**src/rtl/adc_seq_pkg.sv**
```systemverilog
package adc_seq_pkg;
  localparam int PRESC_W       = 8;
  localparam int STUP_W        = 7;
  localparam int SHT_W         = 4;
  localparam int TSEL_W        = 3;
  localparam int NUM_INT_TRIG  = 6;
  localparam int CONV_CYC_HI   = 10;
  localparam int CONV_CYC_LO   = 8;
  localparam int SHT_OFFSET    = 3;
  localparam int STUP_SHIFT    = 3;

  typedef enum logic [1:0] {
    PH_IDLE    = 2'd0,
    PH_SETTLE  = 2'd1,
    PH_SAMPLE  = 2'd2,
    PH_CONVERT = 2'd3
  } phase_e;

  typedef struct packed {
    logic   clrCnt;
    phase_e phase;
  } dpCtl_t;
endpackage

```
**src/rtl/adc_seq_dp.sv**
```systemverilog
module adc_seq_dp
  import adc_seq_pkg::*;
#(
  parameter int NUM_SRC = NUM_INT_TRIG + 1
) (
  input  logic               clk,
  input  logic               rstN,
  input  logic [PRESC_W-1:0] prescal,
  input  logic [STUP_W-1:0]  settleCnt,
  input  logic [SHT_W-1:0]   sampleCnt,
  input  logic               lowRes,
  input  logic [TSEL_W-1:0]  trgSel,
  input  logic [NUM_SRC-1:0] trigLines,
  input  dpCtl_t             dpCtl,
  output logic               phaseEnd,
  output logic               hwEdge
);
  localparam int DIV_W = PRESC_W + 2;
  localparam int CNT_W = STUP_W + STUP_SHIFT + 1;

  logic [DIV_W-1:0] divisor, divCnt;
  logic [CNT_W-1:0] phaseCnt, target;
  logic             tick;

  assign divisor = (DIV_W'(prescal) + DIV_W'(1)) << 1;
  assign tick    = (divCnt >= divisor - DIV_W'(1));

  always_comb begin
    case (dpCtl.phase)
      PH_SETTLE:  target = (CNT_W'(settleCnt) + CNT_W'(1)) << STUP_SHIFT;
      PH_SAMPLE:  target = CNT_W'(sampleCnt) + CNT_W'(SHT_OFFSET);
      PH_CONVERT: target = lowRes ? CNT_W'(CONV_CYC_LO) : CNT_W'(CONV_CYC_HI);
      default:    target = CNT_W'(1);
    endcase
  end

  assign phaseEnd = (dpCtl.phase != PH_IDLE) && tick &&
                    (phaseCnt >= target - CNT_W'(1));

  always_ff @(posedge clk or negedge rstN) begin
    if (!rstN) begin
      divCnt   <= '0;
      phaseCnt <= '0;
    end else if (dpCtl.clrCnt) begin
      divCnt   <= '0;
      phaseCnt <= '0;
    end else if (tick) begin
      divCnt   <= '0;
      phaseCnt <= phaseCnt + CNT_W'(1);
    end else begin
      divCnt   <= divCnt + DIV_W'(1);
    end
  end

  // Trigger synchronizers, one pair per source line
  logic [NUM_SRC-1:0] syncA, syncB;
  generate
    for (genvar i = 0; i < NUM_SRC; i++) begin : g_sync
      always_ff @(posedge clk or negedge rstN) begin
        if (!rstN) begin
          syncA[i] <= 1'b0;
          syncB[i] <= 1'b0;
        end else begin
          syncA[i] <= trigLines[i];
          syncB[i] <= syncA[i];
        end
      end
    end
  endgenerate

  logic selLine, selPrev;
  assign selLine = (int'(trgSel) < NUM_SRC) ? syncB[trgSel] : 1'b0;
  assign hwEdge  = selLine & ~selPrev;

  always_ff @(posedge clk or negedge rstN) begin
    if (!rstN) selPrev <= 1'b0;
    else       selPrev <= selLine;
  end

  // counters rest at zero while the sequencer is idle
  a_r3_idle_clear: assert property (@(posedge clk) disable iff (!rstN)
    (dpCtl.phase == PH_IDLE) |-> (divCnt == '0 && phaseCnt == '0));
endmodule

```
**src/rtl/adc_seq_ctl.sv**
```systemverilog
module adc_seq_ctl
  import adc_seq_pkg::*;
(
  input  logic   clk,
  input  logic   rstN,
  input  logic   sleepMode,
  input  logic   trgEn,
  input  logic   swStart,
  input  logic   hwEdge,
  input  logic   phaseEnd,
  output dpCtl_t dpCtl,
  output logic   powerOn,
  output logic   sampleOn,
  output logic   convertOn,
  output logic   convDone
);
  phase_e state;
  logic   warm, doneQ, startReq;

  assign startReq     = swStart | (trgEn & hwEdge);
  assign dpCtl.phase  = state;
  assign dpCtl.clrCnt = (state == PH_IDLE) || phaseEnd;

  always_ff @(posedge clk or negedge rstN) begin
    if (!rstN) begin
      state <= PH_IDLE;
      warm  <= 1'b0;
      doneQ <= 1'b0;
    end else begin
      doneQ <= 1'b0;
      case (state)
        PH_IDLE:    if (startReq) state <= warm ? PH_SAMPLE : PH_SETTLE;
        PH_SETTLE:  if (phaseEnd) begin
                      state <= PH_SAMPLE;
                      warm  <= ~sleepMode;
                    end
        PH_SAMPLE:  if (phaseEnd) state <= PH_CONVERT;
        PH_CONVERT: if (phaseEnd) begin
                      state <= PH_IDLE;
                      doneQ <= 1'b1;
                      if (sleepMode) warm <= 1'b0;
                    end
        default:    state <= PH_IDLE;
      endcase
    end
  end

  assign powerOn   = (state != PH_IDLE) || warm;
  assign sampleOn  = (state == PH_SAMPLE);
  assign convertOn = (state == PH_CONVERT);
  assign convDone  = doneQ;

  // done is a single-cycle pulse
  a_r6_done_single: assert property (@(posedge clk) disable iff (!rstN)
    convDone |=> !convDone);
  // done only directly after the conversion phase
  a_r6_done_after_conv: assert property (@(posedge clk) disable iff (!rstN)
    convDone |-> $past(state == PH_CONVERT));
  // sleep mode powers down by the done cycle
  a_r8_sleep_off: assert property (@(posedge clk) disable iff (!rstN)
    (convDone && $past(sleepMode)) |-> !powerOn);
  // a powered converter skips the settling phase
  a_r7_warm_skip: assert property (@(posedge clk) disable iff (!rstN)
    (state == PH_IDLE && startReq && warm) |=> (state == PH_SAMPLE));
  // requests while busy do not disturb the sequence
  a_r11_busy_ignore: assert property (@(posedge clk) disable iff (!rstN)
    (state != PH_IDLE && startReq && !phaseEnd) |=> $stable(state));
endmodule

```
**src/rtl/adc_seq_ctrl.sv**
```systemverilog
module adc_seq_ctrl
  import adc_seq_pkg::*;
(
  input  logic                    clk,
  input  logic                    rstN,
  input  logic                    cfgWe,
  input  logic [31:0]             cfgWdata,
  output logic [31:0]             cfgRdata,
  input  logic                    swStart,
  input  logic [NUM_INT_TRIG-1:0] intTrig,
  input  logic                    extTrig,
  output logic                    adcPowerOn,
  output logic                    adcSample,
  output logic                    adcConvert,
  output logic                    adcLowRes,
  output logic                    convDone
);
  localparam logic [31:0] FIELD_MASK = 32'h0F7F_FF3F;
  localparam int BIT_TEN  = 0;
  localparam int BIT_TSEL = 1;
  localparam int BIT_LRES = 4;
  localparam int BIT_SLP  = 5;
  localparam int BIT_PRE  = 8;
  localparam int BIT_STUP = 16;
  localparam int BIT_SHT  = 24;

  logic [31:0] modeQ;
  always_ff @(posedge clk or negedge rstN) begin
    if (!rstN)      modeQ <= '0;
    else if (cfgWe) modeQ <= cfgWdata & FIELD_MASK;
  end
  assign cfgRdata = modeQ;

  dpCtl_t dpCtl;
  logic   phaseEnd, hwEdge;

  adc_seq_dp #(.NUM_SRC(NUM_INT_TRIG + 1)) u_dp (
    .clk       (clk),
    .rstN      (rstN),
    .prescal   (modeQ[BIT_PRE +: PRESC_W]),
    .settleCnt (modeQ[BIT_STUP +: STUP_W]),
    .sampleCnt (modeQ[BIT_SHT +: SHT_W]),
    .lowRes    (modeQ[BIT_LRES]),
    .trgSel    (modeQ[BIT_TSEL +: TSEL_W]),
    .trigLines ({extTrig, intTrig}),
    .dpCtl     (dpCtl),
    .phaseEnd  (phaseEnd),
    .hwEdge    (hwEdge)
  );

  adc_seq_ctl u_ctl (
    .clk       (clk),
    .rstN      (rstN),
    .sleepMode (modeQ[BIT_SLP]),
    .trgEn     (modeQ[BIT_TEN]),
    .swStart   (swStart),
    .hwEdge    (hwEdge),
    .phaseEnd  (phaseEnd),
    .dpCtl     (dpCtl),
    .powerOn   (adcPowerOn),
    .sampleOn  (adcSample),
    .convertOn (adcConvert),
    .convDone  (convDone)
  );

  assign adcLowRes = modeQ[BIT_LRES];
endmodule

```
**config.mk**
```make
export PLATFORM = sky130hd
export DESIGN_NAME = adc_seq_ctrl
export DESIGN_NICKNAME = d
export VERILOG_FILES = /design/src/rtl/adc_seq_pkg.sv /design/src/rtl/adc_seq_dp.sv /design/src/rtl/adc_seq_ctl.sv /design/src/rtl/adc_seq_ctrl.sv
export SDC_FILE = /design/constraint.sdc
export NUM_CORES = 1
export LEC_CHECK = 0
export BUFFER_PORTS_ARGS = -buffer_cell sky130_fd_sc_hd__buf_2
export CELL_PAD_IN_SITES_DETAIL_PLACEMENT = 0
export CELL_PAD_IN_SITES_GLOBAL_PLACEMENT = 1
export CORE_ASPECT_RATIO = 1.75
export CORE_MARGIN = 2
export CORE_UTILIZATION = 28
export CTS_CLUSTER_SIZE = 8
export DETAILED_ROUTE_END_ITERATION = 10
export PLACE_DENSITY = 0.53
export SLEW_MARGIN = 20
export SYNTH_ARGS = -nofsm -noshare
export SYNTH_HDL_FRONTEND = slang
export SYNTH_SLANG_ARGS = --single-unit
export TNS_END_PERCENT = 1
```
**constraint.sdc**
```tcl
create_clock -name clk -period 4.8 [get_ports clk]
set_clock_uncertainty 0.05 [all_clocks]
set_input_delay 0.96 -clock clk [delete_from_list [all_inputs] [get_ports clk]]
set_output_delay 0.96 -clock clk [all_outputs]
set_load 0.01 [all_outputs]
```
==> summary.txt <==
Status
  – Status: finished clean

STA
  – Max-slew violation count: 0
  – Setup-failing EPs final: 0
  – Crit path time final: 4.025 ns
  – Slew @ Worst Pin: 0.6668 ns
  – Peak Freq: between 0.2 and 0.25 GHz
  – RSZ-0062 raised after global routing: no
  – Final hold violations: 0
  – Slew headroom: 55.14%
  – Crit share post-route: 83.85%
  – Hold_ws: 0.2916 ns
  – TNS Setup: 0 ns

Global routing
  – Largest net degree at the start of global routing: 43
  – Vias in the first global route: 3133
  – GRT Util Overall: roughly an eighth
  – First-pass GRT wire length: 15100 µm
  – Initial antenna violation count: 0
  – Total gr overflow: 0

Min path
  – Hold path depth: 0
  – Tightest Hold Check Type: reg -> reg
  – Worst hold endpoint: u_dp.syncB[5]
  – Hold path start: u_dp.syncA[5]

Clock tree
  – Post-CTS Resized: 0
  – Setup Fix Bufs, Post-CTS: 0
  – CTS tree: built
  – Latest clock arrival within the worst-skew pair: 0.32 ns
  – H-tree depth: 3
  – CTS root buf: clkbuf_16
  – Clock sink count: 65
  – Cts bufs inserted: 9
  – Clock-pin slew on the worst setup and hold paths: 0.06 ns
  – Hold-fix buffers, CTS: 0
  – Clock Path Buffers: 2

Logic synthesis
  – Cell taking the most area after synthesis: dfrtp_1
  – Synth cell types: between 50 and 60
  – Syn Inst Count: 391
  – Post-synth EDFFs: 0
  – Main synth FF type: dfrtp_1
  – Register area share after synthesis: 41.95%
  – Synth cell count leaders: dfrtp_1 (65), nand2_1 (35), ha_1 (30)
  – YS warnings: 0
  – Synthesized area per cell: 9.917 µm²
  – Count leader, synth: dfrtp_1
  – Post-synth top area share: a little over two fifths
  – Area contributors post-synth: dfrtp_1 (42%), ha_1 (9.7%), mux2_2 (5.5%)
  – Synth async-reset ratio: 100.0%
  – Yosys reg bits: 65
  – Post-synthesis cell area: ~3900 µm²

Pwr
  – Peak VDD IR: around 0.24 mV
  – Power per cell area: 471.1 nW/µm²
  – Sequential Power Share: 30.1%
  – Static Leak: 0.002140 µW
  – Sw Share: ~36%
  – Tot Pwr: 2193 µW
  – Internal Power: approximately 1400 µW
  – NetSw: 783.9 µW
  – Combinational share of power: between 30% and 40%
  – Part of the power in the clock network: between 30% and 40%

Setup path
  – Slowest CP cell: a21oi_1
  – Worst R2R Setup Slack: 0.77 ns
  – Crit path kind: reg -> reg
  – Reg-to-reg endpoint: u_ctl.state[0]
  – Crit path DAT: 4.18 ns
  – CP startpoint: u_ctl.state[0]
  – Data required, critical path: 4.95 ns
  – R2R depth: 16
  – Crit path cell chain: inv_1, ha_1, nor2b_1, o21ai_0, ha_1, o21a_1, o211a_1, a21boi_0, o221ai_1, ha_1, a21oi_1, o21ai_0, a21oi_1, a21oi_1, o22ai_2, mux2_1
  – CP max FO: 10
  – CP max stage delay: about 0.44 ns
  – RR Startpoint: u_ctl.state[0]
  – CP Launch Type: flop
  – Setup crit end kind: flop

Floorplanning
  – Horiz. Die Dim: between 90 and 100 µm
  – Die area: 14840 µm²
  – Initial Util: 28.82%
  – Row count: 56
  – Boundary pin count: 80
  – Die Y: 159.7 µm
  – Core area: about 13000 µm²

Placed design
  – Port bufs: 65
  – Detail Placement HPWL: 6930 µm
  – Final RePlAce weighted congestion: 0.7668

Drt
  – First-pass DRT Iterations: 4
  – Routed WL per cell: 14.35 µm
  – WL final: 9040 µm
  – Via-per-instance ratio: 4.763
  – Drt drc: 0
  – Detail Route Antenna Nets: 0
  – Via count: between 3000 and 4000
  – Detailed Route Iter0 Violations: 91

Layout
  – Antenna Diode Count: 0
  – Area Overhead vs Synth: 20.04%
  – Share of post-route cells with drive strength above 1: roughly a quarter
  – Post-layout nets: around 520

Flow run
  – # Max-Cap Violations: 0
## cell type report
| type | instances | area, µm² |
|---|---|---|
| Inverter | 14 | 52.55 |
| Clock buffer | 9 | 225.2 |
| Fill cell | 1424 | 8798 |
| Tap cell | 174 | 217.7 |
| Multi-Input combinational cell | 293 | 2079 |
| Clock inverter | 7 | 102.6 |
| Sequential cell | 65 | 1627 |
| Timing Repair Buffer | 68 | 350.3 |
## how the worst max path moves through the flow
stage	to	slack, ns	cells after the start
after floorplan	u_ctl.state[0]	1.19	17
after global placement	u_ctl.state[0]	0.79	16
after detailed placement	u_ctl.state[0]	0.71	16
after CTS	u_ctl.state[0]	0.69	16
after global routing	u_ctl.state[0]	0.38	16
final	u_ctl.state[0]	0.77	16
## stage by stage
| step | instances | worst slack, ns | utilization [%] | area, µm² |
|---|---|---|---|---|
| after CTS | 630 | 0.6914 | 34.58 | 4652 |
| after global routing | 630 | 0.3793 | 34.60 | 4654 |
| after detailed placement | 614 | 0.7083 | 32.14 | 4324 |
| after floorplan | 397 | 1.189 | - | 3900 |
| after global placement | 614 | 0.7924 | 32.14 | 4324 |
| final | 630 | 0.7750 | 34.60 | 4654 |
## layer usage
metal / global-route usage [%] / wire, µm / vias up
met1: 13.16 / 3364 / 1458
met2: 25.20 / 5309 / 50
met3: 2.594 / 205 / 9
met4: 5.348 / 161 / 0
met5: 0 / 0 / -
li1: - / - / 1484
## layout by cell type, fill, tap and decap left out, types with 2 or more instances in the layout
cell / n
a211oi_1: 2
and3_1: 8
nand3_1: 15
nand2_1: 35
bufinv_16: 2
nor2_1: 29
xor2_1: 20
xnor2_1: 13
and2_1: 4
o221ai_1: 2
and4_1: 2
o21ai_0: 19
buf_4: 4
nand2b_1: 4
or2_2: 2
clkbuf_16: 9
nor2b_1: 6
a31oi_1: 6
a21oi_1: 20
nor3_1: 8
nand4b_1: 2
mux2_2: 19
inv_6: 2
ha_1: 30
clkinv_4: 2
mux2_1: 2
or3_1: 2
inv_1: 14
conb_1: 7
mux2i_1: 5
dfrtp_1: 65
nand4_1: 9
a21boi_0: 2
buf_2: 64
## cells by family (layout without fill, tap and decap cells)
group / Yosys count / count (layout) / synth area share [%]
AND/OR/NAND/NOR: 132 / 132 / 16.97
flip-flops: 65 / 65 / 41.95
AO/OA/AOI/OAI: 64 / 64 / 10.87
buffers and inverters: 39 / 98 / 5.001
XOR/XNOR: 33 / 33 / 7.454
adder cells (fa/ha/maj): 30 / 30 / 9.681
multiplexers: 27 / 27 / 7.970
other: 1 / 7 / 0.09671
## registers in the layout, indices dropped and copies added, names as in the netlist, 2 cells and up
name	count
u_ctl.state	2
u_dp.divCnt	10
u_dp.syncB	7
cfgRdata	25
u_dp.syncA	7
u_dp.phaseCnt	11
## power groups by stage
stage / clock [µW] / combinational [µW] / sequential (µW)
floorplan: 0 / 636 / 659
global placement: 0 / 824 / 669
detailed placement: 0 / 839 / 671
CTS: 735 / 840 / 661
global route: 770 / 943 / 671
finish: 716 / 817 / 660
## critical path, delay by kind of cell (launching register included)
| family | cells | cell delay, ns |
|---|---|---|
| muxes | 1 | 0.33 |
| AOI/OAI and AO/OA | 10 | 1.99 |
| adders and majority gates | 3 | 0.87 |
| DFF | 1 | 0.39 |
| buffers and inverters | 1 | 0.08 |
| and+or+nand+nor | 1 | 0.18 |
Power figures use the tool's default switching activity.
